### config.mk
export PLATFORM = sky130hd
export DESIGN_NAME = sflash_cmd_seq
export DESIGN_NICKNAME = d
export VERILOG_FILES = /design/src/rtl/sfc_pkg.sv /design/src/rtl/sfc_frame.sv /design/src/rtl/sfc_busy.sv /design/src/rtl/sfc_rdstream.sv /design/src/rtl/sflash_cmd_seq.sv
export SDC_FILE = /design/constraint.sdc
export NUM_CORES = 1
export LEC_CHECK = 0
export BUFFER_PORTS_ARGS = -buffer_cell sky130_fd_sc_hd__buf_2
export CORE_MARGIN = 2
export CORE_UTILIZATION = 30
export CTS_BUF_LIST = sky130_fd_sc_hd__clkbuf_4 sky130_fd_sc_hd__clkbuf_8
export DETAILED_ROUTE_END_ITERATION = 10
export PLACE_DENSITY_LB_ADDON = 0.08
export SKIP_CTS_REPAIR_TIMING = 1
export SYNTH_ARGS = -nofsm -noshare
export SYNTH_HDL_FRONTEND = slang
export SYNTH_SLANG_ARGS = --single-unit
### constraint.sdc
create_clock -name clk -period 7.3 [get_ports clk]
set_clock_uncertainty 0.2 [all_clocks]
set_input_delay 1.095 -clock clk [delete_from_list [all_inputs] [get_ports clk]]
set_output_delay 1.095 -clock clk [all_outputs]
set_load 0.02 [all_outputs]
### src/rtl/sfc_pkg.sv
package sfc_pkg;
  typedef enum logic [2:0] {
    MOP_READ = 3'd0,
    MOP_PROG = 3'd1,
    MOP_SEC  = 3'd2,
    MOP_BLK  = 3'd3,
    MOP_CHIP = 3'd4
  } mem_op_e;

  localparam logic [7:0] OPC_READ = 8'h03;
  localparam logic [7:0] OPC_PROG = 8'h02;
  localparam logic [7:0] OPC_AAI  = 8'hAF;
  localparam logic [7:0] OPC_SEC  = 8'h20;
  localparam logic [7:0] OPC_BLK  = 8'h52;
  localparam logic [7:0] OPC_CHIP = 8'h60;
  localparam logic [7:0] OPC_ID0  = 8'h90;
  localparam logic [7:0] OPC_ID1  = 8'hAB;
  localparam logic [7:0] OPC_WDIS = 8'h04;
endpackage

### src/rtl/sfc_frame.sv
module sfc_frame #(
  parameter int ADDR_W = 20
) (
  input  logic              clk,
  input  logic              rst_n,
  input  logic              cs_n,
  input  logic              rx_valid,
  input  logic [7:0]        rx_data,
  input  logic              bit_pend,
  input  logic              busy,
  output logic              frm_done,
  output logic [2:0]        frm_cnt,
  output logic [7:0]        opcode,
  output logic [ADDR_W-1:0] addr,
  output logic [7:0]        last_byte,
  output logic              dropped,
  output logic              addr_done
);
  logic cs_q;
  logic frm_end;

  // frame closes on the low-to-high step of the select level
  assign frm_end  = cs_n & ~cs_q;
  assign frm_done = frm_end & ~bit_pend & ~dropped;

  always_ff @(posedge clk) begin
    if (!rst_n) begin
      cs_q      <= 1'b1;
      frm_cnt   <= '0;
      opcode    <= '0;
      addr      <= '0;
      last_byte <= '0;
      dropped   <= 1'b0;
      addr_done <= 1'b0;
    end else begin
      cs_q      <= cs_n;
      addr_done <= rx_valid && !cs_n && (frm_cnt == 3'd3);
      if (cs_n) begin
        frm_cnt <= '0;
      end else if (rx_valid) begin
        frm_cnt   <= (frm_cnt == 3'd7) ? frm_cnt : frm_cnt + 3'd1;
        last_byte <= rx_data;
        if (frm_cnt == 3'd0) begin
          opcode  <= rx_data;
          dropped <= busy;
        end
        if (frm_cnt >= 3'd1 && frm_cnt <= 3'd3)
          addr <= {addr[ADDR_W-9:0], rx_data};
      end
    end
  end
endmodule

### src/rtl/sfc_busy.sv
module sfc_busy #(
  parameter int CNT_W = 8
) (
  input  logic             clk,
  input  logic             rst_n,
  input  logic             start,
  input  logic [CNT_W-1:0] load,
  input  logic             clr_req,
  output logic             busy,
  output logic             done_clr
);
  logic [CNT_W-1:0] tmr;
  logic             pend;

  assign busy     = (tmr != '0);
  assign done_clr = (tmr == CNT_W'(1)) & pend;

  always_ff @(posedge clk) begin
    if (!rst_n) begin
      tmr  <= '0;
      pend <= 1'b0;
    end else if (start) begin
      tmr  <= load;
      pend <= clr_req;
    end else if (tmr != '0) begin
      tmr <= tmr - CNT_W'(1);
    end
  end
endmodule

### src/rtl/sfc_rdstream.sv
module sfc_rdstream #(
  parameter int          ADDR_W = 20,
  parameter logic [7:0]  MFR_ID = 8'hBF,
  parameter logic [7:0]  DEV_ID = 8'h80
) (
  input  logic              clk,
  input  logic              rst_n,
  input  logic              go,
  input  logic              is_id,
  input  logic [ADDR_W-1:0] start_addr,
  input  logic              stop,
  input  logic              tx_ready,
  input  logic [7:0]        mem_rdata,
  output logic              rd_req,
  output logic [ADDR_W-1:0] rd_addr,
  output logic              tx_valid,
  output logic [7:0]        tx_data
);
  typedef enum logic [1:0] {S_IDLE, S_FETCH, S_WAIT, S_HOLD} st_e;
  st_e  st;
  logic id_q;

  assign rd_req = (st == S_FETCH) && !id_q;

  always_ff @(posedge clk) begin
    if (!rst_n) begin
      st       <= S_IDLE;
      id_q     <= 1'b0;
      rd_addr  <= '0;
      tx_valid <= 1'b0;
      tx_data  <= '0;
    end else if (stop) begin
      st       <= S_IDLE;
      tx_valid <= 1'b0;
    end else if (go) begin
      st      <= S_FETCH;
      id_q    <= is_id;
      rd_addr <= start_addr;
    end else begin
      case (st)
        S_FETCH: begin
          if (id_q) begin
            tx_data  <= rd_addr[0] ? DEV_ID : MFR_ID;
            tx_valid <= 1'b1;
            st       <= S_HOLD;
          end else begin
            st <= S_WAIT;
          end
        end
        S_WAIT: begin
          tx_data  <= mem_rdata;
          tx_valid <= 1'b1;
          st       <= S_HOLD;
        end
        S_HOLD: begin
          if (tx_ready) begin
            tx_valid <= 1'b0;
            rd_addr  <= rd_addr + ADDR_W'(1);
            st       <= S_FETCH;
          end
        end
        default: st <= S_IDLE;
      endcase
    end
  end
endmodule

### src/rtl/sflash_cmd_seq.sv
module sflash_cmd_seq #(
  parameter int         ADDR_W = 20,
  parameter int         SEC_W  = 12,
  parameter int         BLK_W  = 15,
  parameter int         T_PROG = 16,
  parameter int         T_SE   = 64,
  parameter int         T_BE   = 128,
  parameter int         T_CE   = 256,
  parameter logic [7:0] MFR_ID = 8'hBF,
  parameter logic [7:0] DEV_ID = 8'h80
) (
  input  logic              clk,
  input  logic              rst_n,
  input  logic              cs_n,
  input  logic              bit_pend,
  input  logic              rx_valid,
  input  logic [7:0]        rx_data,
  output logic              tx_valid,
  input  logic              tx_ready,
  output logic [7:0]        tx_data,
  input  logic              wel,
  input  logic              prot_hit,
  input  logic              any_prot,
  output logic [ADDR_W-1:0] prot_addr,
  output logic              busy,
  output logic              aai_on,
  output logic              wel_clr,
  output logic              mem_req,
  output logic [2:0]        mem_op,
  output logic [ADDR_W-1:0] mem_addr,
  output logic [7:0]        mem_wdata,
  input  logic [7:0]        mem_rdata
);
  import sfc_pkg::*;

  localparam int T_A   = (T_PROG > T_SE) ? T_PROG : T_SE;
  localparam int T_B   = (T_BE > T_CE) ? T_BE : T_CE;
  localparam int T_MAX = (T_A > T_B) ? T_A : T_B;
  localparam int CNT_W = $clog2(T_MAX + 1);

  logic              frm_done, dropped, addr_done;
  logic [2:0]        frm_cnt;
  logic [7:0]        opcode, last_byte;
  logic [ADDR_W-1:0] f_addr;

  sfc_frame #(.ADDR_W(ADDR_W)) u_frame (
    .clk(clk), .rst_n(rst_n), .cs_n(cs_n), .rx_valid(rx_valid),
    .rx_data(rx_data), .bit_pend(bit_pend), .busy(busy),
    .frm_done(frm_done), .frm_cnt(frm_cnt), .opcode(opcode),
    .addr(f_addr), .last_byte(last_byte), .dropped(dropped),
    .addr_done(addr_done)
  );

  // auto-increment tracking
  logic [ADDR_W-1:0] aai_addr;
  logic              aai_top, aai_chk, aai_end;

  assign prot_addr = aai_on ? aai_addr : f_addr;

  // commit decode at a clean frame end
  logic wr_ok, c_prog, c_aai1, c_aain, c_sec, c_blk, c_chip, c_wdis, c_any;
  assign wr_ok  = wel & ~prot_hit;
  assign c_prog = frm_done && opcode == OPC_PROG && frm_cnt == 3'd5 && !aai_on && wr_ok;
  assign c_aai1 = frm_done && opcode == OPC_AAI  && frm_cnt == 3'd5 && !aai_on && wr_ok;
  assign c_aain = frm_done && opcode == OPC_AAI  && frm_cnt == 3'd2 &&  aai_on && wr_ok;
  assign c_sec  = frm_done && opcode == OPC_SEC  && frm_cnt == 3'd4 && !aai_on && wr_ok;
  assign c_blk  = frm_done && opcode == OPC_BLK  && frm_cnt == 3'd4 && !aai_on && wr_ok;
  assign c_chip = frm_done && opcode == OPC_CHIP && frm_cnt == 3'd1 && !aai_on && wel && !any_prot;
  assign c_wdis = frm_done && opcode == OPC_WDIS && frm_cnt == 3'd1;
  assign c_any  = c_prog | c_aai1 | c_aain | c_sec | c_blk | c_chip;

  logic [ADDR_W-1:0] sec_base, blk_base, aai_tgt;
  assign sec_base = {f_addr[ADDR_W-1:SEC_W], {SEC_W{1'b0}}};
  assign blk_base = {f_addr[ADDR_W-1:BLK_W], {BLK_W{1'b0}}};
  assign aai_tgt  = c_aai1 ? f_addr : aai_addr;

  mem_op_e           w_op, wr_op_q;
  logic [CNT_W-1:0]  w_time;
  logic [ADDR_W-1:0] w_addr, wr_addr_q;
  logic [7:0]        wr_data_q;
  logic              wr_req_q;

  always_comb begin
    w_op   = MOP_PROG;
    w_time = CNT_W'(T_PROG);
    w_addr = c_aain ? aai_addr : f_addr;
    if (c_sec) begin
      w_op = MOP_SEC;  w_time = CNT_W'(T_SE); w_addr = sec_base;
    end else if (c_blk) begin
      w_op = MOP_BLK;  w_time = CNT_W'(T_BE); w_addr = blk_base;
    end else if (c_chip) begin
      w_op = MOP_CHIP; w_time = CNT_W'(T_CE); w_addr = '0;
    end
  end

  logic done_clr;
  sfc_busy #(.CNT_W(CNT_W)) u_busy (
    .clk(clk), .rst_n(rst_n), .start(c_any), .load(w_time),
    .clr_req(c_prog | c_sec | c_blk | c_chip),
    .busy(busy), .done_clr(done_clr)
  );

  assign aai_end = aai_chk && (aai_top || prot_hit);
  assign wel_clr = aai_end | done_clr;

  always_ff @(posedge clk) begin
    if (!rst_n) begin
      aai_on    <= 1'b0;
      aai_addr  <= '0;
      aai_top   <= 1'b0;
      aai_chk   <= 1'b0;
      wr_req_q  <= 1'b0;
      wr_op_q   <= MOP_READ;
      wr_addr_q <= '0;
      wr_data_q <= '0;
    end else begin
      wr_req_q <= c_any;
      if (c_any) begin
        wr_op_q   <= w_op;
        wr_addr_q <= w_addr;
        wr_data_q <= last_byte;
      end
      aai_chk <= c_aai1 | c_aain;
      if (c_aai1 | c_aain) begin
        aai_on   <= 1'b1;
        aai_addr <= aai_tgt + ADDR_W'(1);
        aai_top  <= (aai_tgt == {ADDR_W{1'b1}});
      end else if (aai_end || c_wdis) begin
        aai_on <= 1'b0;
      end
    end
  end

  // read and identification streaming
  logic              rd_go, rd_req;
  logic [ADDR_W-1:0] rd_addr;
  assign rd_go = addr_done && !dropped &&
                 (opcode == OPC_READ || opcode == OPC_ID0 || opcode == OPC_ID1);

  sfc_rdstream #(.ADDR_W(ADDR_W), .MFR_ID(MFR_ID), .DEV_ID(DEV_ID)) u_rd (
    .clk(clk), .rst_n(rst_n), .go(rd_go), .is_id(opcode != OPC_READ),
    .start_addr(f_addr), .stop(cs_n), .tx_ready(tx_ready),
    .mem_rdata(mem_rdata), .rd_req(rd_req), .rd_addr(rd_addr),
    .tx_valid(tx_valid), .tx_data(tx_data)
  );

  assign mem_req   = wr_req_q | rd_req;
  assign mem_op    = wr_req_q ? wr_op_q : MOP_READ;
  assign mem_addr  = wr_req_q ? wr_addr_q : rd_addr;
  assign mem_wdata = wr_data_q;
endmodule

---- Word level (Yosys, flattened, before mapping) ----
Index checks and enable logic that the tools add are counted.
word-level totals
  output and inout port bits .............. 64
  bits of input ports ..................... 25
  logic and storage cells ................. 168
  register bits ........................... 139
operators by class
  reductions and logical operators ........ 60
  multiplexer cells ....................... 31
  equal/unequal tests ..................... 24
  bitwise operators ....................... 24
  $lt $le $gt $ge ......................... 2
  add/sub/neg operators ................... 4
operator list
  kind                                                                     count
  20-bit 2-to-1 mux                                                        10
  9-bit 2-to-1 mux                                                         5
  20-bit by 1-bit adder with 20-bit output, second input constant          2
  1-bit logical AND                                                        33
  8-bit equality test, second input constant                               3
  20-bit equality test, second input constant                              1
  8-bit by 2-bit equality test with 1-bit output, second input constant    2
  8-bit by 7-bit equality test with 1-bit output, second input constant    2
  8-bit case mux with 2 select lines                                       1
  3-bit 2-to-1 mux                                                         4
  1-bit OR                                                                 11
  2-bit nonzero test                                                       5
  3-bit equality test, second input constant                               3
  9-bit by 1-bit equality test with 1-bit output, second input constant    1
  3-bit AND reduction                                                      3
  9-bit nonzero test                                                       1
  9-bit by 1-bit subtractor with 9-bit output, second input constant       1
  8-bit by 3-bit equality test with 1-bit output, second input constant    1
  8-bit by 6-bit equality test with 1-bit output, second input constant    1
  8-bit 2-to-1 mux                                                         1
  8-bit by 2-bit inequality test with 1-bit output, second input constant  1
  1-bit inverter                                                           8
  4-bit AND reduction                                                      2
  3-bit by 2-bit equality test with 1-bit output, second input constant    2
  other kinds (22)                                                         41

---- Logic depth before layout (Yosys ltp) ----
  depth in word-level cells ............... 14
  gate-level depth with buffers ........... 18
  depth with buffers taken out ............ 14

---- Hierarchy ----
Synthesis repeated with hierarchy kept, for this count alone.
second synthesis, totals
  cell total of the unflattened synthesis .. 943
  area total of the unflattened synthesis .. 8056.5 um2
by module, submodules not included
  module          cells each  area each (um2)  sequential area each (um2)  times used
  sflash_cmd_seq  458         3876.2           1101.1                      1
  sfc_rdstream    239         1883.1           640.6                       1
  sfc_frame       177         1722.9           840.8                       1
  sfc_busy        69          574.3            200.2                       1

---- Worst setup path after synthesis ----
Ideal clock, no wire load.
  path kind ............................... input-to-reg
  start point ............................. input port cs_n
  end point ............................... register aai_addr[12]
  data arrival time ....................... 4.225 ns
  setup slack ............................. 2.784 ns
  data required time ...................... 7.009 ns
  path buffers ............................ 5
  stages on the path ...................... 17
  library setup time ...................... 0.091 ns
  cell sequence ........................... buf_6 > nor4b_4 > and4_1 > buf_2 > nand2_1 > clkbuf_1 > buf_1 > nand2_1 > nand2_1 > ha_1 > clkbuf_1 > nand2_1 > nor4_1 > o21ai_0 > a22o_4 > or3_1 > a311oi_1
between the ends
  word-level cells in the longest chain between the ends .. 9
  elaborated cells between the ends (all ways) .. 13
  those cells by class .................... add/sub (1); mux (1); bitwise (4); reduce/logical (7)
ends and longest elaborated chain
  element                                   RTL line                                    source
  start: declaration                        sflash_cmd_seq.sv:14                        input logic cs_n,
  1-bit AND *                               sfc_frame.sv:23                             assign frm_end = cs_n & ~cs_q;
  1-bit AND * (2 in a row)                  sfc_frame.sv:24                             assign frm_done = frm_end & ~bit_pend & ~dropped;
  1-bit logical AND *                       sflash_cmd_seq.sv:64, sflash_cmd_seq.sv:65
  1-bit logical AND (3 in a row)            sflash_cmd_seq.sv:64                        assign c_aai1 = frm_done && opcode == OPC_AAI && frm_cnt == 3'd5 && !aai_on && wr_ok;
  20-bit 2-to-1 mux                         sflash_cmd_seq.sv:75                        assign aai_tgt = c_aai1 ? f_addr : aai_addr;
  20-bit by 1-bit adder with 20-bit output  sflash_cmd_seq.sv:126                       aai_addr <= aai_tgt + ADDR_W'(1);
  end signal: assignment                    sflash_cmd_seq.sv:126
  end: declaration                          sflash_cmd_seq.sv:55                        logic [ADDR_W-1:0] aai_addr;
Mark *: on every way between the ends. The rest lies on a longest branch, timed or not.
A chain may end at the register's enable or synchronous reset.

---- Final worst setup path ----
Same ends and word-level chain as after synthesis.

==> results.json <==
{
  "outcome": "complete, no violations",
  "ys_warn_count": 0,
  "max_stage_delay_ps": 480,
  "clk_latency_ps": 460,
  "synth.distinct_cells": 68,
  "crit_slowest_cell": "nor4b_4",
  "top_usage_layer": "met2",
  "final.setup.worst_slack_ps": 2790,
  "dp_slack_ps": 2340,
  "nNetsFinal": 1034,
  "hold_viol": 0,
  "ys_ff_latch": 139,
  "holdWs_ps": 256,
  "clk_path_buf_depth": 2,
  "syn_area_um2": 7570,
  "tightest_slew_ps": 1030,
  "die_h_um": 163,
  "dr.pass1.iters": 5,
  "num_rows": 58,
  "cp_data_required_time_ps": 7470,
  "synthTopCellsByCount": "145 x nand2_1, 139 x dfxtp_1, 99 x a21oi_1, 99 x nor2_1, 52 x clkbuf_1",
  "yosysSeqAreaShare": 0.368,
  "place_hpwl_mm": 18.6,
  "drt_iter0_markers": 416,
  "crit_path_end_kind": "register",
  "pwr-share-seq": 0.451,
  "cp.depth": 14,
  "antenna_found_initial": 1,
  "cpMostUsedCell": "nand2_1",
  "p_int_w": 0.00132,
  "post-route-period-util": 0.618,
  "die_x_um": 163,
  "clock_sinks": 139,
  "r2r_cells": 13,
  "cp-start-kind": "primary input",
  "synth_edf_count": 0,
  "syn_area_per_cell_um2": 7.96,
  "min_period_ps": 4510,
  "grt_max_degree": 68,
  "nFillCells": 2695,
  "grt_pass1_vias": 6622,
  "core_region_area_um2": 25000,
  "hold-path-cell-count": 2,
  "clkTransAtPathRegs_ps": 90,
  "h-tree-depth": 4,
  "synth_nets": 990,
  "drt_wl_total_mm": 26.3,
  "synthTopCellsByArea": "dfxtp_1 37%, nand2_1 7.2%, a21oi_1 6.5%, mux2_2 6.0%, nor2_1 4.9%",
  "cellPowerDensity_nw_per_um2": 207,
  "cp_max_fo": 19,
  "post-synth-top-count-cell": "nand2_1",
  "gp_congestion": 0.876,
  "switching_share": 0.267,
  "cts-root-buf": "clkbuf_8",
  "power_switching_w": 0.000480,
  "hold_class": "register to register",
  "max_freq_mhz": 222,
  "hold_start": "mem_wdata[2]$_SDFFE_PN0P_",
  "cap_viol_max_count": 0,
  "dieArea_um2": 26500,
  "ant_nets": 0,
  "io_pins": 89,
  "ir_worst_vdd_uv": 95.5,
  "r2r-end": "aai_addr[12]$_SDFFE_PN0P_",
  "overflow": 0,
  "use_met1": 0.273,
  "grt_usage": 0.200,
  "finalSetupViolations": 0,
  "synth_top_area_share": 0.368,
  "area_growth_pct": 15.1,
  "drive_gt1_frac": 0.184,
  "cts_tree": "done",
  "detail_route.wl_per_cell_um": 19.6,
  "p_leak_nw": 3.42,
  "crit_type": "primary input to register",
  "max_slew_margin": 0.309,
  "drc": 0,
  "synthFlopType": "dfxtp_1",
  "grt_setup_unrepaired": "false",
  "pwr-share-clk": 0.442,
  "ff2ff_setup_slack_ps": 3070,
  "vias": 7061,
  "io_buffer_count": 88,
  "start_util": 0.303,
  "dp_cells": 1306,
  "yosys.area.top_type": "dfxtp_1",
  "grt_pass1_wl_mm": 40.5,
  "syn_inst": 951,
  "final_max_slew_viol_count": 0,
  "numCtsBuffers": 17,
  "min_to": "mem_wdata[2]$_SDFFE_PN0P_",
  "reg2reg_from": "aai_on$_SDFFE_PN0P_",
  "arrival_ps": 4680,
  "worstPathCellList": "buf_2 -> nor4b_4 -> nand4_4 -> nor2_2 -> buf_4 -> nand2_1 -> nand2_1 -> ha_1 -> nand2_1 -> nor4_1 -> o21ai_0 -> a22o_4 -> or3_1 -> a311oi_1",
  "comb_power_share": 0.107,
  "async_flop_share": 0,
  "fin_cells": 1339,
  "crit_buf_inv": 2,
  "use_met2": 0.326,
  "setup_tns_ps": 0,
  "via_per_inst": 5.27,
  "grtUsageMet3": 0.0354,
  "critPathTopFamily": "simple AND/OR/NAND/NOR gates"
}
-- cell type report --
cell class                      instances  area (µm²)  share of cell area
Tap cell                              330         413              0.0474
Multi-Input combinational cell        726        4450               0.512
Timing Repair Buffer                   97         508              0.0583
Inverter                               14        52.6             0.00604
Clock inverter                         13         239              0.0274
Clock buffer                           19         255              0.0293
Sequential cell                       139        2780               0.320
Antenna cell                            1        2.50            0.000287
-- worst min-delay path: cells and delay by family, from the launching register on --
family,cells,cell delay (ps)
and+or+nand+nor,1,50
DFF,1,320
AOI/OAI and AO/OA,1,50
-- power groups by stage --
stage	registers, W	logic (W)	clock network (W)
2_1_floorplan	0.000820	0.000150	0
3_3_place_gp	0.000832	0.000198	0
3_5_place_dp	0.000831	0.000196	0
4_1_cts	0.000813	0.000196	0.000818
5_1_grt	0.000817	0.000223	0.000843
6_report	0.000812	0.000192	0.000795
-- per-layer routing --
metal / wire [µm] / share of wire
met1: 12400 / 0.47
met2: 12400 / 0.47
met3: 1090 / 0.041
met4: 505 / 0.019
met5: 0 / 0
-- worst max-delay path by stage --
stage	slack (ps)	start	to
after floorplan	2780	cs_n	aai_addr[12]$_SDFFE_PN0P_
final	2790	cs_n	aai_addr[12]$_SDFFE_PN0P_
after detailed placement	2340	cs_n	aai_addr[12]$_SDFFE_PN0P_
after CTS	2820	cs_n	aai_addr[12]$_SDFFE_PN0P_
after global placement	2420	cs_n	aai_addr[12]$_SDFFE_PN0P_
after global routing	2520	cs_n	aai_addr[12]$_SDFFE_PN0P_
-- placed cells by master, fill, tap and decap left out, drive strengths merged, types with 25 or more instances in the layout --
cell | Yosys | routed
nand2 | 145 | 145
dfxtp | 139 | 139
nor2 | 100 | 100
a21oi | 100 | 100
buf | 18 | 97
mux2 | 40 | 40
o21ai | 37 | 37
mux2i | 31 | 31
a211oi | 26 | 26
nor3 | 25 | 25
nand4 | 25 | 25
-- registers in the layout, summed over array words and instances, names as in the netlist, 2 cells and up --
register	flops
u_frame.addr	20
u_frame.frm_cnt	3
aai_addr	20
u_busy.tmr	9
u_rd.rd_addr	20
wr_op_q	3
u_frame.last_byte	8
mem_wdata	8
u_rd.tx_data	8
wr_addr_q	20
u_rd.st	2
u_frame.opcode	8
-- cells by family (layout without fill, tap and decap cells) --
family	Yosys count	count (layout)	synth area share
and+or+nand+nor	389	389	0.247
buffers and inverters	86	143	0.0453
AOI/OAI and AO/OA	215	215	0.174
other	0	1	0
xor gates and xnor gates	37	37	0.0428
muxes	71	71	0.101
adders and majority gates	14	14	0.0231
DFF	139	139	0.368
-- stage by stage --
| step | power [W] | utilization | area [µm²] |
|---|---|---|---|
| floorplan | 0.000970 | - | 7570 |
| global placement | 0.00103 | 0.329 | 8210 |
| detailed placement | 0.00103 | 0.329 | 8210 |
| CTS | 0.00183 | 0.349 | 8700 |
| global route | 0.00188 | 0.349 | 8700 |
| finish | 0.00180 | 0.349 | 8710 |
Note: power is estimated with default switching activity, not from simulation.
